===== config.mk =====
export PLATFORM = sky130hd
export DESIGN_NAME = srx_fifo
export DESIGN_NICKNAME = d
export VERILOG_FILES = /design/src/rtl/srx_pkg.sv /design/src/rtl/srx_store.sv /design/src/rtl/srx_arb.sv /design/src/rtl/srx_flags.sv /design/src/rtl/srx_fsync.sv /design/src/rtl/srx_fifo.sv
export SDC_FILE = /design/constraint.sdc
export NUM_CORES = 1
export LEC_CHECK = 0
export ABC_CLOCK_PERIOD_IN_PS = 5000
export BUFFER_PORTS_ARGS = -buffer_cell sky130_fd_sc_hd__buf_2
export CORE_ASPECT_RATIO = 2
export CORE_MARGIN = 4
export CORE_UTILIZATION = 50
export DETAILED_ROUTE_END_ITERATION = 10
export PLACE_DENSITY = 0.68
export SYNTH_ARGS = -nofsm -noshare
export SYNTH_HDL_FRONTEND = slang
export SYNTH_SLANG_ARGS = --single-unit

===== constraint.sdc =====
create_clock -name clk -period 5 [get_ports clk]
set_input_delay 1 -clock clk [delete_from_list [all_inputs] [get_ports clk]]
set_output_delay 1 -clock clk [all_outputs]
set_load 0.02 [all_outputs]

===== src/rtl/srx_pkg.sv =====
package srx_pkg;
  localparam int LVL_W   = 5;
  localparam int FLG_OVF = 0;
  localparam int FLG_UNF = 1;
  localparam int FLG_IRQ = 2;
  localparam int FLG_FS  = 3;

  // Fill level has reached the programmed threshold.
  function automatic logic at_thresh(input logic [LVL_W-1:0] lvl,
                                     input logic [LVL_W-1:0] thr);
    return lvl >= thr;
  endfunction

  // Sticky flag update: a set event beats a clear.
  function automatic logic sticky(input logic cur, input logic set_ev,
                                  input logic clr_ev);
    return set_ev | (cur & ~clr_ev);
  endfunction
endpackage


===== src/rtl/srx_store.sv =====
module srx_store
  import srx_pkg::*;
#(
  parameter int DW    = 16,
  parameter int DEPTH = 16
) (
  input  logic             clk,
  input  logic             rst_n,
  input  logic             push_do,
  input  logic             pop_do,
  input  logic [DW-1:0]    wr_word,
  output logic [DW-1:0]    head_word,
  output logic [LVL_W-1:0] level,
  output logic             full,
  output logic             empty
);
  localparam int AW = (DEPTH > 1) ? $clog2(DEPTH) : 1;
  localparam logic [AW-1:0]    LAST  = AW'(DEPTH - 1);
  localparam logic [LVL_W-1:0] CAP   = LVL_W'(DEPTH);

  logic [DW-1:0]    mem [DEPTH];
  logic [AW-1:0]    wp, rp;
  logic [LVL_W-1:0] cnt;

  function automatic logic [AW-1:0] bump(input logic [AW-1:0] p);
    return (p == LAST) ? '0 : AW'(p + 1'b1);
  endfunction

  always_ff @(posedge clk) begin
    if (push_do) mem[wp] <= wr_word;
  end

  always_ff @(posedge clk or negedge rst_n) begin
    if (!rst_n) begin
      wp  <= '0;
      rp  <= '0;
      cnt <= '0;
    end else begin
      if (push_do) wp <= bump(wp);
      if (pop_do)  rp <= bump(rp);
      case ({push_do, pop_do})
        2'b10:   cnt <= cnt + 1'b1;
        2'b01:   cnt <= cnt - 1'b1;
        default: cnt <= cnt;
      endcase
    end
  end

  assign head_word = mem[rp];
  assign level     = cnt;
  assign full      = (cnt == CAP);
  assign empty     = (cnt == '0);
endmodule


===== src/rtl/srx_arb.sv =====
module srx_arb #(
  parameter int DW = 16
) (
  input  logic          clk,
  input  logic          rst_n,
  input  logic          word_vld,
  input  logic          rd_req,
  input  logic          full,
  input  logic          empty,
  input  logic [DW-1:0] head_word,
  output logic          push_do,
  output logic          pop_do,
  output logic          drop_evt,
  output logic          under_evt,
  output logic          defer_evt,
  output logic          rd_vld,
  output logic [DW-1:0] rd_data
);
  logic pend;
  logic demand;
  logic pop_req;

  // The incoming word always owns the cycle; a read waits for a free one.
  assign demand    = rd_req | pend;
  assign push_do   = word_vld & ~full;
  assign drop_evt  = word_vld & full;
  assign defer_evt = demand & word_vld;
  assign pop_req   = demand & ~word_vld;
  assign pop_do    = pop_req & ~empty;
  assign under_evt = pop_req & empty;

  always_ff @(posedge clk or negedge rst_n) begin
    if (!rst_n) begin
      pend    <= 1'b0;
      rd_vld  <= 1'b0;
      rd_data <= '0;
    end else begin
      pend   <= defer_evt;
      rd_vld <= pop_req;
      if (pop_do)         rd_data <= head_word;
      else if (under_evt) rd_data <= '0;
    end
  end
endmodule


===== src/rtl/srx_flags.sv =====
module srx_flags
  import srx_pkg::*;
(
  input  logic             clk,
  input  logic             rst_n,
  input  logic             drop_evt,
  input  logic             under_evt,
  input  logic             ovf_clr,
  input  logic             unf_clr,
  input  logic             int_ack,
  input  logic [LVL_W-1:0] level,
  input  logic [LVL_W-1:0] thresh,
  output logic             ovf_flag,
  output logic             unf_flag,
  output logic             irq_flag
);
  always_ff @(posedge clk or negedge rst_n) begin
    if (!rst_n) begin
      ovf_flag <= 1'b0;
      unf_flag <= 1'b0;
      irq_flag <= 1'b0;
    end else begin
      ovf_flag <= sticky(ovf_flag, drop_evt, ovf_clr);
      unf_flag <= sticky(unf_flag, under_evt, unf_clr);
      if (int_ack)                     irq_flag <= 1'b0;
      else if (at_thresh(level, thresh)) irq_flag <= 1'b1;
    end
  end
endmodule


===== src/rtl/srx_fsync.sv =====
module srx_fsync #(
  parameter int STAGES = 2
) (
  input  logic clk,
  input  logic rst_n,
  input  logic fs_pin,
  input  logic fs_pol,
  output logic fs_active
);
  logic [STAGES-1:0] chain;

  generate
    for (genvar i = 0; i < STAGES; i++) begin : g_sync
      always_ff @(posedge clk or negedge rst_n) begin
        if (!rst_n)      chain[i] <= 1'b0;
        else if (i == 0) chain[i] <= fs_pin;
        else             chain[i] <= chain[(i == 0) ? 0 : i - 1];
      end
    end
  endgenerate

  assign fs_active = chain[STAGES-1] ^ fs_pol;
endmodule


===== src/rtl/srx_fifo.sv =====
module srx_fifo
  import srx_pkg::*;
#(
  parameter int DW        = 16,
  parameter int DEPTH     = 16,
  parameter int FS_STAGES = 2
) (
  input  logic          clk,
  input  logic          rst_n,
  input  logic          word_vld,
  input  logic [DW-1:0] word_in,
  input  logic          rd_req,
  output logic [DW-1:0] rd_data,
  output logic          rd_vld,
  input  logic [4:0]    thresh,
  input  logic          fs_pol,
  input  logic          fs_pin,
  input  logic          int_ack,
  input  logic          ovf_clr,
  input  logic          unf_clr,
  output logic [15:0]   fifo_csr,
  output logic [15:0]   flag_csr,
  output logic          irq
);
  logic [DW-1:0]    head_word;
  logic [LVL_W-1:0] level;
  logic             full, empty;
  logic             push_do, pop_do, drop_evt, under_evt, defer_evt;
  logic             ovf_flag, unf_flag, irq_flag, fs_active;

  srx_store #(.DW(DW), .DEPTH(DEPTH)) u_store (
    .clk(clk), .rst_n(rst_n), .push_do(push_do), .pop_do(pop_do),
    .wr_word(word_in), .head_word(head_word), .level(level),
    .full(full), .empty(empty)
  );

  srx_arb #(.DW(DW)) u_arb (
    .clk(clk), .rst_n(rst_n), .word_vld(word_vld), .rd_req(rd_req),
    .full(full), .empty(empty), .head_word(head_word),
    .push_do(push_do), .pop_do(pop_do), .drop_evt(drop_evt),
    .under_evt(under_evt), .defer_evt(defer_evt),
    .rd_vld(rd_vld), .rd_data(rd_data)
  );

  srx_flags u_flags (
    .clk(clk), .rst_n(rst_n), .drop_evt(drop_evt), .under_evt(under_evt),
    .ovf_clr(ovf_clr), .unf_clr(unf_clr), .int_ack(int_ack),
    .level(level), .thresh(thresh),
    .ovf_flag(ovf_flag), .unf_flag(unf_flag), .irq_flag(irq_flag)
  );

  srx_fsync #(.STAGES(FS_STAGES)) u_fsync (
    .clk(clk), .rst_n(rst_n), .fs_pin(fs_pin), .fs_pol(fs_pol),
    .fs_active(fs_active)
  );

  always_comb begin
    fifo_csr         = '0;
    fifo_csr[12:8]   = level;
    fifo_csr[4:0]    = thresh;
    flag_csr          = '0;
    flag_csr[FLG_OVF] = ovf_flag;
    flag_csr[FLG_UNF] = unf_flag;
    flag_csr[FLG_IRQ] = irq_flag;
    flag_csr[FLG_FS]  = fs_active;
  end

  assign irq = irq_flag;
endmodule


Word-level counts from Yosys, hierarchy flattened
Memory sizes are Yosys's and may differ from the RTL's.
Index checks and enable logic that the tools add are counted.
Widths: inputs -> output; s select.
{"block": "classes", "addsub": 4, "magnitude_cmp": 1, "n_eq_ne": 5, "mux": 9, "n_bitwise": 17, "n_reduce_logical": 4}
{"op": "$mux 16", "n": 2}
{"op": "$pmux 5 s2", "n": 1}
{"op": "$add 4x1->4 const B", "n": 2}
{"op": "$and 1x1->1", "n": 8}
{"op": "$eq 4x4->1 const B", "n": 2}
{"op": "$mux 4", "n": 2}
{"op": "$reduce_bool 2->1", "n": 3}
{"op": "$add 5x1->5 const B", "n": 1}
{"op": "$eq 5x5->1 const B", "n": 1}
{"op": "$ge 5x5->1", "n": 1}
{"op": "$logic_not 5->1", "n": 1}
{"op": "$not 1->1", "n": 5}
{"op": "$sub 5x1->5 const B", "n": 1}
{"op": "$mux 1", "n": 4}
{"op": "$or 1x1->1", "n": 3}
{"op": "$eq 2x1->1 const B", "n": 1}
{"op": "$eq 2x2->1 const B", "n": 1}
{"op": "$xor 1x1->1", "n": 1}
{"block": "totals", "reg_bits": 36, "mem_bits_rw": 256, "input_bits": 30, "output_inout_bits": 50, "wordCells": 52, "mem_count": 1}
{"name": "u_store.mem", "words": 16, "word_bits": 16, "rd": 1, "rd_clocked_by_memory_dff": 0, "wr": 1, "line": "srx_store.sv:21", "source": "logic [DW-1:0] mem [DEPTH];"}

Logic depth before layout (Yosys ltp)
{"block": "logic_depth", "word_depth": 5, "mapped_depth": 12, "mapped_depth_nobuf": 11}

Modules after synthesis
A second synthesis with hierarchy kept.
{"block": "unflattened", "hier_cells": 617, "area_unflattened_um2": 11805.1}
{"mod": "srx_store", "n_inst": 1, "cells_each": 501, "area_each_um2": 10462.5, "seq_area_each_um2": 8012.7}
{"mod": "srx_arb", "n_inst": 1, "cells_each": 59, "area_each_um2": 848.3, "seq_area_each_um2": 450.4}
{"mod": "srx_flags", "n_inst": 1, "cells_each": 26, "area_each_um2": 229.0, "seq_area_each_um2": 75.1}
{"mod": "srx_fifo", "n_inst": 1, "cells_each": 28, "area_each_um2": 206.4, "seq_area_each_um2": 0.0}
{"mod": "srx_fsync", "n_inst": 1, "cells_each": 3, "area_each_um2": 58.8, "seq_area_each_um2": 50.0}

Worst setup path before layout
OpenSTA, ideal clock, no wires.
{"block": "synth_path", "path_kind": "input to register", "start": "input port word_vld", "end": "register u_store.cnt[4] (netlist: u_store.level[4])", "t_arrival_ns": 3.108, "required_time_ns": 4.866, "slack_ns": 1.758, "path_stages": 11, "path_buffers": 2, "path_cell_list": "o21bai_2 > a21oi_2 > clkbuf_1 > ha_1 > clkbuf_1 > xor2_1 > ha_1 > o211a_1 > o31ai_1 > a31oi_1 > xor2_1"}
{"block": "synth_via", "elab_chain_len": 5}
{"element": "from (decl)", "line": "srx_fifo.sv:10", "source": "input logic word_vld,"}
{"element": "$not 1->1", "line": "srx_arb.sv:28", "source": "assign pop_req = demand & ~word_vld;"}
{"element": "$and 1x1->1", "line": "srx_arb.sv:28"}
{"element": "$and 1x1->1", "line": "srx_arb.sv:29", "source": "assign pop_do = pop_req & ~empty;"}
{"element": "$eq 2x1->1 / $eq 2x2->1 (equally long branches)", "line": "srx_store.sv:41", "source": "case ({push_do, pop_do})"}
{"element": "$pmux 5 s2 / $reduce_bool 2->1 (equally long branches)"}
{"element": "to (signal assigned)", "line": "srx_store.sv:42", "source": "2'b10: cnt <= cnt + 1'b1;"}
{"element": "to (signal assigned)", "line": "srx_store.sv:43", "source": "2'b01: cnt <= cnt - 1'b1;"}
{"element": "to (signal assigned)", "line": "srx_store.sv:44", "source": "default: cnt <= cnt;"}
{"element": "to (decl)", "line": "srx_store.sv:23", "source": "logic [LVL_W-1:0] cnt;"}
Parallel ways exist; a longest one is shown, timed or not.
A chain may end at the register's enable or synchronous reset.

Final worst setup path
Ends and elaborated chain as after synthesis.

==> run_results.csv <==
group,metric,value,unit
synthesis,synth_ff_type,"edfxtp_1",
synthesis,ys_seq_area_frac,0.718,
power,power_frac_comb,0.289,
route,drc_errors,0,
sta,final.setup_skew,0.0123,ns
global_route,antenna_found_initial,0,
clocking,clk_path_buf_depth,3,
synthesis,synth_area_leaders,"edfxtp_1, mux4_2, dfrtp_1, mux4_1, buf_4",
sta,rsz0062_at_grt,"no",
route,vias_per_cell,5.94,
die,row_count,79,
worst_hold_path,hold_depth,0,
layout,fillCellCount,1710,
synthesis,ys_ff_latch,292,
worst_setup_path,r2r_start,"u_store.level[0]$_DFFE_PN0P_",
worst_setup_path,worstPathMaxFanout,23,
route,ant_nets,0,
sta,hold_viol,0,
global_route,grt_util_all_layers,0.181,
layout,layoutNonFillerInstCount,976,
die,ios,80,
worst_setup_path,crit_start,"word_vld",
worst_setup_path,critical_path_required,5.40,ns
layout,nets,719,
power,power_frac_clock,0.254,
route,top_layer_used,"met4",
synthesis,synthTopCellsByCount,"edfxtp_1, mux4_2, dfrtp_1, buf_4, a21oi_1",
synthesis,syn_inst,605,
worst_setup_path,crit_arrival,3.41,ns
worst_setup_path,cp-end-kind,"register",
outcome,status,"finished, final reports clean",
sta,finalCriticalPeriod,3.01,ns
die,die_w,117,microns
route,drtPass1Iterations,5,
route,avgRoutedWirePerCell,24.3,microns
layout,drive_gt1_frac,0.281,
synthesis,yosys_warnings,0,
worst_setup_path,r2r_cells,10,
power,power.share.sequential,0.456,
sta,fin_crit_sh,0.603,
global_route,first_global_vias,6020,
clocking,cts_resized,0,
power,vdd_ir_drop_max,0.000259,V
die,dieArea,0.0266,sq mm
global_route,grt_pass1_wl,36400,microns
clocking,cts_sinks,292,
synthesis,ys_async_sr_fraction,0.123,
placement,hpwl,15200,microns
worst_setup_path,path_cells,"buf_2 -> o21bai_2 -> buf_4 -> a21oi_2 -> buf_4 -> ha_1 -> xor2_1 -> ha_1 -> o211a_1 -> o31ai_1 -> a31oi_1 -> xor2_1",
power,p_int,0.00495,W
clocking,cts_tree,"done",
clocking,clk_latency,0.52,ns
sta,slew_viol_final,0,
worst_setup_path,crit_cells,12,
die,core_region_area,0.0234,sq mm
power,p_leak,4.59,nW
layout,area_delta_synth_final,10.3,%
route,dr.first_iter.drc_count,398,
route,dr_wl_met3,996,microns
worst_setup_path,worst-setup-path-type,"primary input to register",
worst_hold_path,min-delay-start,"u_fsync.chain[0]$_DFF_PN0_",
clocking,holdBufCountCts,0,
worst_setup_path,critPathTopFamily,"compound AO/OA/AOI/OAI gates",
clocking,cts_buffers,24,
route,vias,5795,
worst_setup_path,worst-path-buf-inv,3,
clocking,clk_pin_slew_worst_paths,0.07,ns
placement,io_buffers,61,
sta,tightest_slew,1.11,ns
placement,place_inst,932,
layout,antenna_cells,0,
sta,slew_headroom,0.262,
route,wirelength,23700,microns
placement,place_congestion,0.773,
synthesis,syn-cell-area,0.0120,sq mm
synthesis,synth_edf_count,256,
worst_setup_path,slowest_stage,"ha_1",
die,start_util,0.511,
sta,clock.fmax,0.332,GHz
run,maxCapViolations,0,
worst_setup_path,startpoint_type,"primary input",
synthesis,synth_largest_area_cell,"edfxtp_1",
synthesis,synth_top_area_frac,0.642,
power,p_switching,0.00223,W
synthesis,yosysMostFrequentCell,"edfxtp_1",
layout,regArea,0.00859,sq mm
die,fp.dieH,227,microns
worst_setup_path,max_stage_delay,0.37,ns
clocking,cts_setup_buffers,0,
global_route,grt.overflow.total,0,
sta,finalSetupViolations,0,
route,met2_length,13300,microns
clocking,cts-htree-levels,1,
layout,multi_input_area,0.00294,sq mm
route,drt-met1-wl,8730,microns
synthesis,syn_area_per_cell,19.8,sq um
sta,tns,0,ns
synthesis,synth_cell_types,47,
worst_hold_path,hold_class,"register to register",
power,cellPowerDensity,544,mW/mm^2
clocking,cts_root_buffer,"clkbuf_16",
power,swShare,0.311,
global_route,grt_max_degree,68,
## path summary, 6_finish.rpt
| path | endpoint | slack [ns] |
|---|---|---|
| max in group asynchronous | u_store.rp[2]$_DFFE_PN0N_ | 3.85 |
| worst min-delay path | u_fsync.chain[1]$_DFF_PN0_ | 0.36 |
| min in group asynchronous | u_arb.rd_vld$_DFF_PN0_ | 0.57 |
| worst min register to register | u_fsync.chain[1]$_DFF_PN0_ | 0.36 |
| worst max register to register | u_store.level[4]$_DFFE_PN0P_ | 2.13 |
| worst max-delay path | u_store.level[4]$_DFFE_PN0P_ | 1.99 |
## kinds of logic (layout without fill, tap and decap cells)
| kind of cell | after synthesis | in the layout | share of synthesized area |
|---|---|---|---|
| flip-flops | 292 | 292 | 0.718 |
| multiplexers | 83 | 83 | 0.142 |
| AO/OA/AOI/OAI | 75 | 75 | 0.0498 |
| buffers and inverters | 70 | 141 | 0.0441 |
| AND/OR/NAND/NOR | 61 | 61 | 0.0249 |
| adder cells (fa/ha/maj) | 14 | 14 | 0.0146 |
| XOR/XNOR | 9 | 9 | 0.00659 |
| other | 1 | 18 | 0.000313 |
## power groups by stage
stage	combinational (W)	clock [W]	sequential, W
5_1_grt	0.00224	0.00197	0.00333
2_1_floorplan	0.00167	0	0.00324
3_3_place_gp	0.00205	0	0.00331
4_1_cts	0.00211	0.00187	0.00328
6_report	0.00208	0.00182	0.00328
3_5_place_dp	0.00210	0	0.00333
## stage by stage
step	utilization	power, W	hold WS [ns]	cell area [sq um]	setup slack [ns]
floorplan	-	0.00492	0.331	12000	1.76
global placement	0.530	0.00536	0.343	12400	1.66
detailed placement	0.530	0.00544	0.336	12400	1.52
CTS	0.563	0.00727	0.365	13200	2.07
global route	0.563	0.00753	0.382	13200	1.93
finish	0.563	0.00718	0.363	13200	1.99
## cells in the final DEF (no fill, tap or decap), types with 17 or more instances in the layout
cell | Yosys | routed
a21oi_1 | 20 | 20
a22o_1 | 17 | 17
buf_2 | 5 | 61
buf_4 | 28 | 22
clkbuf_16 | 0 | 25
conb_1 | 1 | 18
dfrtp_1 | 36 | 33
edfxtp_1 | 256 | 256
mux4_1 | 17 | 17
mux4_2 | 47 | 47
nor2b_1 | 18 | 18
## per-layer routing
| layer | up-vias | GRT usage |
|---|---|---|
| li1 | 2536 | - |
| met1 | 3022 | 0.216 |
| met2 | 191 | 0.341 |
| met3 | 46 | 0.0230 |
| met4 | 0 | 0.0591 |
| met5 | - | 0 |
## sequential cells by signal, summed over array words and instances (netlist names), 2 cells and up
register / cells
u_store.wp: 4
u_arb.rd_data: 16
u_store.level: 5
u_store.rp: 4
u_fsync.chain: 2
u_store.mem: 256
## area by class of cell
| cell class | count | share of cell area |
|---|---|---|
| Clock inverter | 16 | 0.0101 |
| Inverter | 13 | 0.00370 |
| Sequential cell | 292 | 0.651 |
| Tap cell | 283 | 0.0268 |
| Clock buffer | 28 | 0.0483 |
| Timing Repair Buffer | 84 | 0.0372 |
| Multi-Input combinational cell | 260 | 0.223 |
No activity file was read; power rests on OpenSTA's default activity.
